$ cat src/rtl/vsam_pkg.sv
package vsam_pkg;

  typedef enum logic [2:0] {
    CMD_IDLE = 3'd0,
    CMD_INIT = 3'd1,
    CMD_RDA  = 3'd2,
    CMD_RDB  = 3'd3,
    CMD_WRC  = 3'd4,
    CMD_REFR = 3'd5
  } vcmd_e;

  typedef enum logic [1:0] {
    PH_PAUSE = 2'd0,
    PH_ADDR  = 2'd1,
    PH_STRB  = 2'd2,
    PH_PRE   = 2'd3
  } vph_e;

  localparam int SLOTS = 4;

  // Transfer issued by each slot of the main cycle: A, B, A, C.
  function automatic vcmd_e slot_cmd(input logic [1:0] s);
    case (s)
      2'd1:    return CMD_RDB;
      2'd3:    return CMD_WRC;
      default: return CMD_RDA;
    endcase
  endfunction

endpackage

$ cat src/rtl/vsam_ref_timer.sv
module vsam_ref_timer
  import vsam_pkg::*;
#(
  parameter int REF_PERIOD = 6000,
  parameter int ROW_W      = 8
) (
  input  logic             clk,
  input  logic             rst,
  input  logic             run_i,
  input  logic             take_i,
  output logic             pend_o,
  output logic [ROW_W-1:0] ref_row_o
);

  localparam int TMR_W = (REF_PERIOD > 2) ? $clog2(REF_PERIOD) : 1;
  localparam logic [TMR_W-1:0] TMR_TOP = TMR_W'(REF_PERIOD - 1);

  logic [TMR_W-1:0] tmr_q;
  logic             pend_q;
  logic [ROW_W-1:0] row_q;
  logic             tick;

  assign tick = run_i && (tmr_q == '0);

  always_ff @(posedge clk) begin
    if (rst || !run_i) begin
      tmr_q  <= TMR_TOP;
      pend_q <= 1'b0;
    end else begin
      tmr_q  <= tick ? TMR_TOP : tmr_q - TMR_W'(1);
      pend_q <= tick | (pend_q & ~take_i);
    end
  end

  always_ff @(posedge clk) begin
    if (rst)         row_q <= '0;
    else if (take_i) row_q <= row_q + ROW_W'(1);
  end

  assign pend_o    = pend_q;
  assign ref_row_o = row_q;

  AST_NO_OVERFLOW: assert property (@(posedge clk) disable iff (rst)
    (pend_q && tick) |-> take_i);

  AST_REF_ROW_WRAP: assert property (@(posedge clk) disable iff (rst)
    (take_i && ($countones(row_q) == ROW_W)) |=> (row_q == '0));

endmodule

$ cat src/rtl/vsam_slot_sched.sv
module vsam_slot_sched
  import vsam_pkg::*;
(
  input  logic  clk,
  input  logic  rst,
  input  logic  pick_i,
  input  logic  pend_i,
  output vcmd_e next_o,
  output logic  take_o
);

  logic [1:0] slot_q;
  logic       at_edge;

  assign at_edge = (slot_q == 2'd0);
  assign take_o  = pick_i && pend_i && at_edge;
  assign next_o  = (pend_i && at_edge) ? CMD_REFR : slot_cmd(slot_q);

  always_ff @(posedge clk) begin
    if (rst)                    slot_q <= 2'd0;
    else if (pick_i && !take_o) slot_q <= slot_q + 2'd1;
  end

  AST_REF_AT_BOUNDARY: assert property (@(posedge clk) disable iff (rst)
    take_o |-> (slot_q == 2'd0));

  AST_SLOT_STEP: assert property (@(posedge clk) disable iff (rst)
    (pick_i && !take_o) |=> (slot_q == $past(slot_q) + 2'd1));

endmodule

$ cat src/rtl/vsam_phase_gen.sv
module vsam_phase_gen
  import vsam_pkg::*;
#(
  parameter int PAUSE_CYC = 20000,
  parameter int ADDR_CYC  = 14,
  parameter int RE_CYC    = 12,
  parameter int PRE_CYC   = 4,
  parameter int INIT_N    = 8
) (
  input  logic  clk,
  input  logic  rst,
  input  vcmd_e next_i,
  output logic  pick_o,
  output logic  act_n_o,
  output logic  addr_o,
  output logic  re_o,
  output vcmd_e cmd_o,
  output logic  rdy_o
);

  localparam int M1    = (PAUSE_CYC > ADDR_CYC) ? PAUSE_CYC : ADDR_CYC;
  localparam int M2    = (RE_CYC > PRE_CYC) ? RE_CYC : PRE_CYC;
  localparam int MAXL  = (M1 > M2) ? M1 : M2;
  localparam int CNT_W = $clog2(MAXL + 1);
  localparam int INI_W = $clog2(INIT_N + 1);

  localparam logic [CNT_W-1:0] PAUSE_END = CNT_W'(PAUSE_CYC - 1);
  localparam logic [CNT_W-1:0] ADDR_END  = CNT_W'(ADDR_CYC - 1);
  localparam logic [CNT_W-1:0] RE_END    = CNT_W'(RE_CYC - 1);
  localparam logic [CNT_W-1:0] PRE_END   = CNT_W'(PRE_CYC - 1);
  localparam logic [INI_W-1:0] INIT_LAST = INI_W'(INIT_N - 1);

  vph_e             ph_q, ph_n;
  logic [CNT_W-1:0] cnt_q, cnt_n;
  vcmd_e            op_q, op_n;
  logic [INI_W-1:0] ini_q, ini_n;
  logic             rdy_q, rdy_n;
  logic             pick;
  logic             act_n;

  always_comb begin
    ph_n  = ph_q;
    cnt_n = cnt_q + CNT_W'(1);
    op_n  = op_q;
    ini_n = ini_q;
    rdy_n = rdy_q;
    pick  = 1'b0;
    unique case (ph_q)
      PH_PAUSE: if (cnt_q == PAUSE_END) begin
        ph_n  = PH_STRB;
        cnt_n = '0;
        op_n  = CMD_INIT;
      end
      PH_ADDR: if (cnt_q == ADDR_END) begin
        ph_n  = PH_STRB;
        cnt_n = '0;
      end
      PH_STRB: if (cnt_q == RE_END) begin
        ph_n  = PH_PRE;
        cnt_n = '0;
      end
      PH_PRE: if (cnt_q == PRE_END) begin
        cnt_n = '0;
        if (!rdy_q && (ini_q != INIT_LAST)) begin
          ini_n = ini_q + INI_W'(1);
          op_n  = CMD_INIT;
          ph_n  = PH_STRB;
        end else begin
          rdy_n = 1'b1;
          pick  = 1'b1;
          op_n  = next_i;
          ph_n  = (next_i == CMD_REFR) ? PH_STRB : PH_ADDR;
        end
      end
    endcase
  end

  assign act_n = (ph_n == PH_ADDR) || (ph_n == PH_STRB);

  always_ff @(posedge clk) begin
    if (rst) begin
      ph_q   <= PH_PAUSE;
      cnt_q  <= '0;
      op_q   <= CMD_IDLE;
      ini_q  <= '0;
      rdy_q  <= 1'b0;
      addr_o <= 1'b0;
      re_o   <= 1'b0;
      cmd_o  <= CMD_IDLE;
    end else begin
      ph_q   <= ph_n;
      cnt_q  <= cnt_n;
      op_q   <= op_n;
      ini_q  <= ini_n;
      rdy_q  <= rdy_n;
      addr_o <= (ph_n == PH_ADDR);
      re_o   <= (ph_n == PH_STRB);
      cmd_o  <= act_n ? op_n : CMD_IDLE;
    end
  end

  assign pick_o  = pick;
  assign act_n_o = act_n;
  assign rdy_o   = rdy_q;

  AST_READY_HOLD: assert property (@(posedge clk) disable iff (rst)
    rdy_q |=> rdy_q);

  AST_INIT_BEFORE_READY: assert property (@(posedge clk) disable iff (rst)
    (!rdy_q && re_o) |-> (cmd_o == CMD_INIT));

  AST_ADDR_LEADS_RE: assert property (@(posedge clk) disable iff (rst)
    ($rose(re_o) && (cmd_o != CMD_INIT) && (cmd_o != CMD_REFR)) |-> $past(addr_o));

  AST_STRB_EXCL: assert property (@(posedge clk) disable iff (rst)
    !(addr_o && re_o));

  AST_PAUSE_QUIET: assert property (@(posedge clk) disable iff (rst)
    (ph_q == PH_PAUSE) |-> (!re_o && !addr_o && !rdy_q));

endmodule

$ cat src/rtl/vsam_cycle_seq.sv
module vsam_cycle_seq
  import vsam_pkg::*;
#(
  parameter int PAUSE_CYC  = 20000,
  parameter int ADDR_CYC   = 14,
  parameter int RE_CYC     = 12,
  parameter int PRE_CYC    = 4,
  parameter int INIT_N     = 8,
  parameter int REF_PERIOD = 6000,
  parameter int ROW_W      = 8
) (
  input  logic             clk,
  input  logic             rst,
  input  logic [ROW_W-1:0] row_a_i,
  input  logic [ROW_W-1:0] row_b_i,
  input  logic [ROW_W-1:0] row_c_i,
  output logic             addr_strb_o,
  output logic             re_strb_o,
  output logic [2:0]       cmd_o,
  output logic [ROW_W-1:0] row_o
  ,
  output logic             ready_o
);

  vcmd_e            next_cmd;
  vcmd_e            cmd_q;
  logic             pick;
  logic             act_n;
  logic             take;
  logic             pend;
  logic             rdy;
  logic [ROW_W-1:0] ref_row;
  logic [ROW_W-1:0] row_sel;
  logic [ROW_W-1:0] row_q;

  vsam_phase_gen #(
    .PAUSE_CYC (PAUSE_CYC),
    .ADDR_CYC  (ADDR_CYC),
    .RE_CYC    (RE_CYC),
    .PRE_CYC   (PRE_CYC),
    .INIT_N    (INIT_N)
  ) u_phase (
    .clk     (clk),
    .rst     (rst),
    .next_i  (next_cmd),
    .pick_o  (pick),
    .act_n_o (act_n),
    .addr_o  (addr_strb_o),
    .re_o    (re_strb_o),
    .cmd_o   (cmd_q),
    .rdy_o   (rdy)
  );

  vsam_slot_sched u_sched (
    .clk    (clk),
    .rst    (rst),
    .pick_i (pick),
    .pend_i (pend),
    .next_o (next_cmd),
    .take_o (take)
  );

  vsam_ref_timer #(
    .REF_PERIOD (REF_PERIOD),
    .ROW_W      (ROW_W)
  ) u_timer (
    .clk       (clk),
    .rst       (rst),
    .run_i     (rdy),
    .take_i    (take),
    .pend_o    (pend),
    .ref_row_o (ref_row)
  );

  always_comb begin
    unique case (next_cmd)
      CMD_RDB:  row_sel = row_b_i;
      CMD_WRC:  row_sel = row_c_i;
      CMD_REFR: row_sel = ref_row;
      default:  row_sel = row_a_i;
    endcase
  end

  always_ff @(posedge clk) begin
    if (rst)        row_q <= '0;
    else if (!act_n) row_q <= '0;
    else if (pick)  row_q <= row_sel;
  end

  assign cmd_o   = cmd_q;
  assign row_o   = row_q;
  assign ready_o = rdy;

  AST_ROW_HOLD: assert property (@(posedge clk) disable iff (rst)
    (re_strb_o && $past(re_strb_o)) |-> $stable(row_o));

  AST_REF_NO_ADDR: assert property (@(posedge clk) disable iff (rst)
    addr_strb_o |-> (cmd_q != CMD_REFR && cmd_q != CMD_INIT));

endmodule

$ cat config.mk
export PLATFORM = sky130hd
export DESIGN_NAME = vsam_cycle_seq
export DESIGN_NICKNAME = d
export VERILOG_FILES = /design/src/rtl/vsam_pkg.sv /design/src/rtl/vsam_ref_timer.sv /design/src/rtl/vsam_slot_sched.sv /design/src/rtl/vsam_phase_gen.sv /design/src/rtl/vsam_cycle_seq.sv
export SDC_FILE = /design/constraint.sdc
export NUM_CORES = 1
export LEC_CHECK = 0
export BUFFER_PORTS_ARGS = -buffer_cell sky130_fd_sc_hd__buf_2
export CAP_MARGIN = 20
export CORE_UTILIZATION = 30
export CTS_BUF_LIST = sky130_fd_sc_hd__clkbuf_4
export DETAILED_ROUTE_END_ITERATION = 8
export SYNTH_ARGS = -nofsm -noshare
export SYNTH_HDL_FRONTEND = slang
export SYNTH_SLANG_ARGS = --single-unit
$ cat constraint.sdc
create_clock -name clk -period 3.9 [get_ports clk]
set_input_delay 0.39 -clock clk [delete_from_list [all_inputs] [get_ports clk]]
set_output_delay 0.39 -clock clk [all_outputs]
set_load 0.05 [all_outputs]
* Yosys cells after proc, flatten, opt, wreduce, memory -nomap -nowiden
Cells that the tools add are included.
W data, S select, Z words.
** Cells by class
- Add/subtract/negate cells :: 5
- Equal/unequal tests :: 15
- Multiplexer cells :: 22
- Bitwise gates (word level) :: 5
- Reduce and logical (&&, ||, !) cells :: 17
** Operators with widths (count)
- $mux W15 :: 4
- $pmux W15 S4 :: 1
- $eq A15 B4 Y1 const B :: 2
- $pmux W8 S3 :: 1
- $add A15 B1 Y15 const B :: 1
- $eq A15 B15 Y1 const B :: 1
- $eq A15 B2 Y1 const B :: 1
- $logic_not A13 Y1 :: 1
- $sub A13 B1 Y13 const B :: 1
- $mux W2 :: 6
- $mux W3 :: 4
- $pmux W3 S2 :: 2
- $add A8 B1 Y8 const B :: 1
- $eq A2 B2 Y1 const B :: 4
- $pmux W2 S4 :: 1
- $eq A2 B1 Y1 const B :: 3
- $eq A3 B3 Y1 const B :: 2
- $logic_and A1 B1 Y1 :: 6
- $reduce_and A3 Y1 :: 2
- $add A4 B1 Y4 const B :: 1
- $logic_not A2 Y1 :: 2
- $ne A4 B3 Y1 const B :: 1
- $reduce_or A2 Y1 :: 2
- $eq A3 B2 Y1 const B :: 1
- other kinds (7) :: 13
** Storage, ports and cells
- Bits in registers :: 62
- Output and inout bits :: 14
- Word-level logic and storage cells :: 77

* Logic depth before layout (Yosys ltp)
- Depth in word-level cells :: 12
- Gate-level depth with buffers :: 11

* Hierarchy
A second synthesis with hierarchy kept.
** Second synthesis, totals
- Cell total of the unflattened synthesis :: 370
- Area, all modules :: 3390.8 um2
** Modules (own cells, without submodules)
- vsam_phase_gen :: times used 1, cells each 180, area each 1620.3 um2, sequential area each 600.6 um2
- vsam_ref_timer :: times used 1, cells each 100, area each 958.4 um2, sequential area each 440.4 um2
- vsam_cycle_seq :: times used 1, cells each 71, area each 625.6 um2, sequential area each 160.2 um2
- vsam_slot_sched :: times used 1, cells each 19, area each 186.4 um2, sequential area each 40.0 um2

* Worst setup path before layout
Ideal clock, no wire load.
- Path type :: register -> register
- Start :: reg u_phase.cnt_q[10]
- End :: reg row_q[0], in the netlist row_o[0]
- Setup time :: 0.078 ns
- Arrival :: 3.077 ns
- Data required time :: 3.822 ns
- Path slack :: 0.745 ns
- Cell stages (with the launch flop) :: 11
- Path buffers :: 2
- Cells stage by stage :: dfxtp_1 > buf_6 > or4_4 > or4_1 > a22o_1 > or4_4 > nand3_1 > ha_1 > or2_2 > clkbuf_1 > nor3_1
** Between the ends
- Cells in the longest elaborated chain, start to end :: 7
- Elaborated cells between the ends (all ways) :: 16
** RTL lines
- start: declaration :: line vsam_phase_gen.sv:34 : logic [CNT_W-1:0] cnt_q, cnt_n;
- start signal: assignment :: line vsam_phase_gen.sv:92 : cnt_q <= cnt_n;
- $eq A15 B2 Y1 (tied with other cells) :: line vsam_phase_gen.sv:62 : PH_PRE: if (cnt_q == PRE_END) begin
- $mux W2 (on tied branches)
- $pmux W2 S4 :: line vsam_phase_gen.sv:48 : unique case (ph_q)
- $eq A2 B1 Y1 or $eq A2 B2 Y1 (tied branches) :: line vsam_phase_gen.sv:78 : assign act_n = (ph_n == PH_ADDR) || (ph_n == PH_STRB);
- $logic_or A1 B1 Y1 :: line vsam_phase_gen.sv:78
- $not A1 Y1 (no line)
- $reduce_or A2 Y1 (no line)
- end signal: assignment :: line vsam_cycle_seq.sv:87 : else if (pick) row_q <= row_sel;
- end: declaration :: line vsam_cycle_seq.sv:34 : logic [ROW_W-1:0] row_q;
Several ways; a longest one is shown, not always the timed one.
A chain may end at the register's enable or synchronous reset.

* Final worst setup path
- Start :: reg u_phase.cnt_q[0]
- End :: reg row_q[4], in the netlist row_o[4]
** Between the ends
- Cells in the longest elaborated chain, start to end :: 7
- Elaborated cells between the ends (all ways) :: 16
** RTL lines
- $eq A15 B2 Y1 (tied with other cells) :: line vsam_phase_gen.sv:62
- $mux W2 (on tied branches)
- $pmux W2 S4 * :: line vsam_phase_gen.sv:48
- net u_phase.ph_n[1] :: line vsam_phase_gen.sv:33 : vph_e ph_q, ph_n;
- $eq A2 B1 Y1 or $eq A2 B2 Y1 (tied branches) :: line vsam_phase_gen.sv:78
- $logic_or A1 B1 Y1 * :: line vsam_phase_gen.sv:78
- $not A1 Y1 (no line) *
- $reduce_or A2 Y1 (no line) *
Mark *: on every way through the listed nets, which the timed path passes. The rest lies on a longest branch.

==> run metrics <==
status=complete, no violations; Rows=36; WHS Path Cells=3; Vias/cell=~4.9; register area share after synthesis=0.399; hold buffers post-CTS=0; share of post-route cells with drive strength above 1=0.170; max-cap viol count=0; CTS Root Cell=clkbuf_4; Yosys cell types=50; syn_area_per_cell=~8.7 um2; Startpoint Class=flip-flop; number of antenna diodes=0; Tmin final=3300 ps; initial antenna violation count=0; final RePlAce weighted congestion=a little over 0.8; Final setup viols=0; final worst path period share=0.846; Post-DP Area=3420 um2; Congestion Overflow GR=0; R2R cell count=9; fmax=a little over 300 MHz; #FFs+latches synth=62; TritonCTS clock tree=done; # Post-CTS Setup Buffers=0; IR drop worst, VDD=around 0.093 mV; Crit Reg-Reg Startpoint=u_phase.cnt_q[0]; fin. max-slew vios=0; Worst slew margin=0.421; skew final=roughly 20 ps; Final ANT Viol Nets=0; Area Overhead vs Synth=13.8%; worst skew pair latency=430 ps; clk buf depth=2; Core Region=a little under 10000 um2; initial drt markers=between 100 and 150; PwrDens=around 310 nW/um2; crit path DAT=3660 ps; number of global-route vias before repair=roughly 2.5k; Multi-input gate area=1760 um2; WP data required=roughly 4300 ps; Hold Path Origin=row_a_i[2]; fillcell total=approximately 1.0k; via count=roughly 2.6k; CP Capture Type=flip-flop; First-pass DRT Iterations=4; # placed instances=about 520; DP Wirelength=4880 um; post-route setup TNS=0 ps; Mapped Nets=approximately 400; clock-pin slew on the worst setup and hold paths=about 120 ps; H-tree Lvls=3; die width=between 100 and 150 um; die height=slightly above 100 um; Total Die Area=between 10000 and 15000 um2; wirelength, routed=around 6600 um; post-route insts no fill=around 530; Slew @ Worst Pin=~860 ps; Wirelength per Cell=between 10 and 15 um; Setup CP Type=flip-flop to flip-flop; Critical Path Fanout Max=11; Worst Setup SP=u_phase.cnt_q[0]; number of flops mapped to enable cells by yosys=0; RSZ-0062 raised after global routing=false; Yosys warnings=0; ys async rst share=0; TritonCTS Buffers=9; FF/Latch Area=1240 um2; IO Pins=40; first-pass GRT wire length=~12000 um; fin area=3540 um2; gr usage total=0.133; fin nets=438; initial cell density of the core=0.314; cts repair resizes=0; Hold Path Class=input pin to flip-flop; clock sink count=62; Cells after Synth=~360; P_leak=roughly 1.4 nW; flop2flop setup slack=~600 ps; Residual DRC=0; Critical Path Sink=row_o[4]; Reg2Reg Capture Point=row_o[4]; Most used DFF post-synth=dfxtp_1; IO buf count=39; Hold Fails Final Rpt=0; Mapped Area=3110 um2; largest net degree at the start of global routing=29
[flip-flops by register name, summed over array words and instances, names as in the netlist]
name,count
u_phase.cnt_q,15
u_timer.tmr_q,13
row_o,8
u_timer.ref_row_o,8
u_phase.ini_q,4
u_phase.cmd_o,3
u_phase.op_q,3
u_phase.ph_q,2
u_sched.slot_q,2
u_phase.addr_o,1
u_phase.rdy_o,1
u_phase.re_o,1
u_timer.pend_o,1
[critical path: stages (launching register included)]
cell and delay (ps):
dfxtp_1 390, ha_1 290, nor4b_1 260, nand4b_1 250
mux2_2 340, a2111oi_0 650, nor2_1 130, ha_1 300
or2_2 400, nor3_1 210
[placed cells by master, fill, tap and decap left out, types with 2 or more instances in the layout]
cell and n:
nand2b_1 2, nor3_1 16, nor4b_1 2, a221o_1 2, clkbuf_4 9, o21ai_0 5, a21oi_1 6, nand3_1 11
ha_1 17, and4_1 3, or2_2 4, buf_2 39, a2111oi_0 2, and3_1 13, mux2_2 3, o22ai_1 2
clkinv_4 2, inv_6 2, clkinv_2 2, nor2b_1 6, nor4_1 11, nor2_1 57, a222oi_1 7, xnor2_1 23
nand4b_1 3, nand4_1 11, nand2_1 25, dfxtp_1 62, xor2_1 9, or4_1 5, and2_1 4, or4_4 3
inv_1 10, buf_4 3
[Yosys cell counts (all sizes together) (2+ instances only)]
library cell   n  share of area
o22ai          2         0.0040
and2           4         0.0080
buf            4         0.0076
inv           10          0.012
nand2         25          0.030
and4           3         0.0084
nor2b          6          0.012
nor3          16          0.026
or2            4         0.0080
ha            17          0.068
dfxtp         62           0.40
and3          13          0.026
a221o          2         0.0064
xor2           9          0.025
o21ai          5         0.0080
nand2b         2         0.0040
a21oi          6         0.0097
a222oi         7          0.023
nand3         11          0.018
nor2          57          0.069
or4            8          0.023
nor4b          2         0.0056
nand4         11          0.022
mux2           3          0.011
nor4          11          0.022
nand4b         3         0.0084
o31ai          2         0.0064
clkbuf        13          0.016
xnor2         23          0.065
a2111oi        2         0.0056
[per-stage QoR]
stage | hold slack, ps | worst slack [ps] | power, mW | utilization
global placement | 388 | 695 | 0.731 | 0.345
detailed placement | 396 | 647 | 0.732 | 0.345
CTS | 270 | 627 | 1.12 | 0.357
global route | 293 | 218 | 1.17 | 0.357
finish | 305 | 602 | 1.11 | 0.357
floorplan | 372 | 745 | 0.707 | -
[final cells by class]
| class | instances | share of cell area |
|---|---|---|
| tap | 133 | 0.0470 |
| multi-input combinational | 270 | 0.497 |
| sequential | 62 | 0.351 |
| timing repair buffer | 42 | 0.0615 |
| clock buffer | 9 | 0.0191 |
| inverter | 10 | 0.0106 |
| clock inverter | 7 | 0.0138 |
[where the power goes]
group / switching (mW) / internal (mW)
logic: 0.0410 / 0.0320
registers: 0.00593 / 0.639
clock network: 0.258 / 0.133
total: 0.305 / 0.804
[metal layers]
layer  vias to the layer above  global-route usage  wire [um]
met3                        15              0.0409        309
li1                       1356                   -          -
met2                        59               0.214       2930
met5                         -                   0          0
met4                         0              0.0643        143
met1                      1208               0.160       3220
[logic make-up after synthesis]
group / Yosys count / share of synthesized area
fa+ha+maj: 17 / 0.0684
xor+xnor: 32 / 0.0901
flops: 62 / 0.399
mux: 4 / 0.0141
compound gates: 37 / 0.0913
simple gates: 180 / 0.302
buf+inv: 27 / 0.0354
[worst min-delay path by stage]
stage	to	slack, ps
after floorplan	u_timer.tmr_q[0]	370
after global placement	u_timer.tmr_q[0]	390
after detailed placement	u_timer.tmr_q[0]	400
after CTS	row_o[2]	270
after global routing	row_o[2]	290
final	row_o[2]	310
Note: power is estimated with default switching activity, not from simulation.
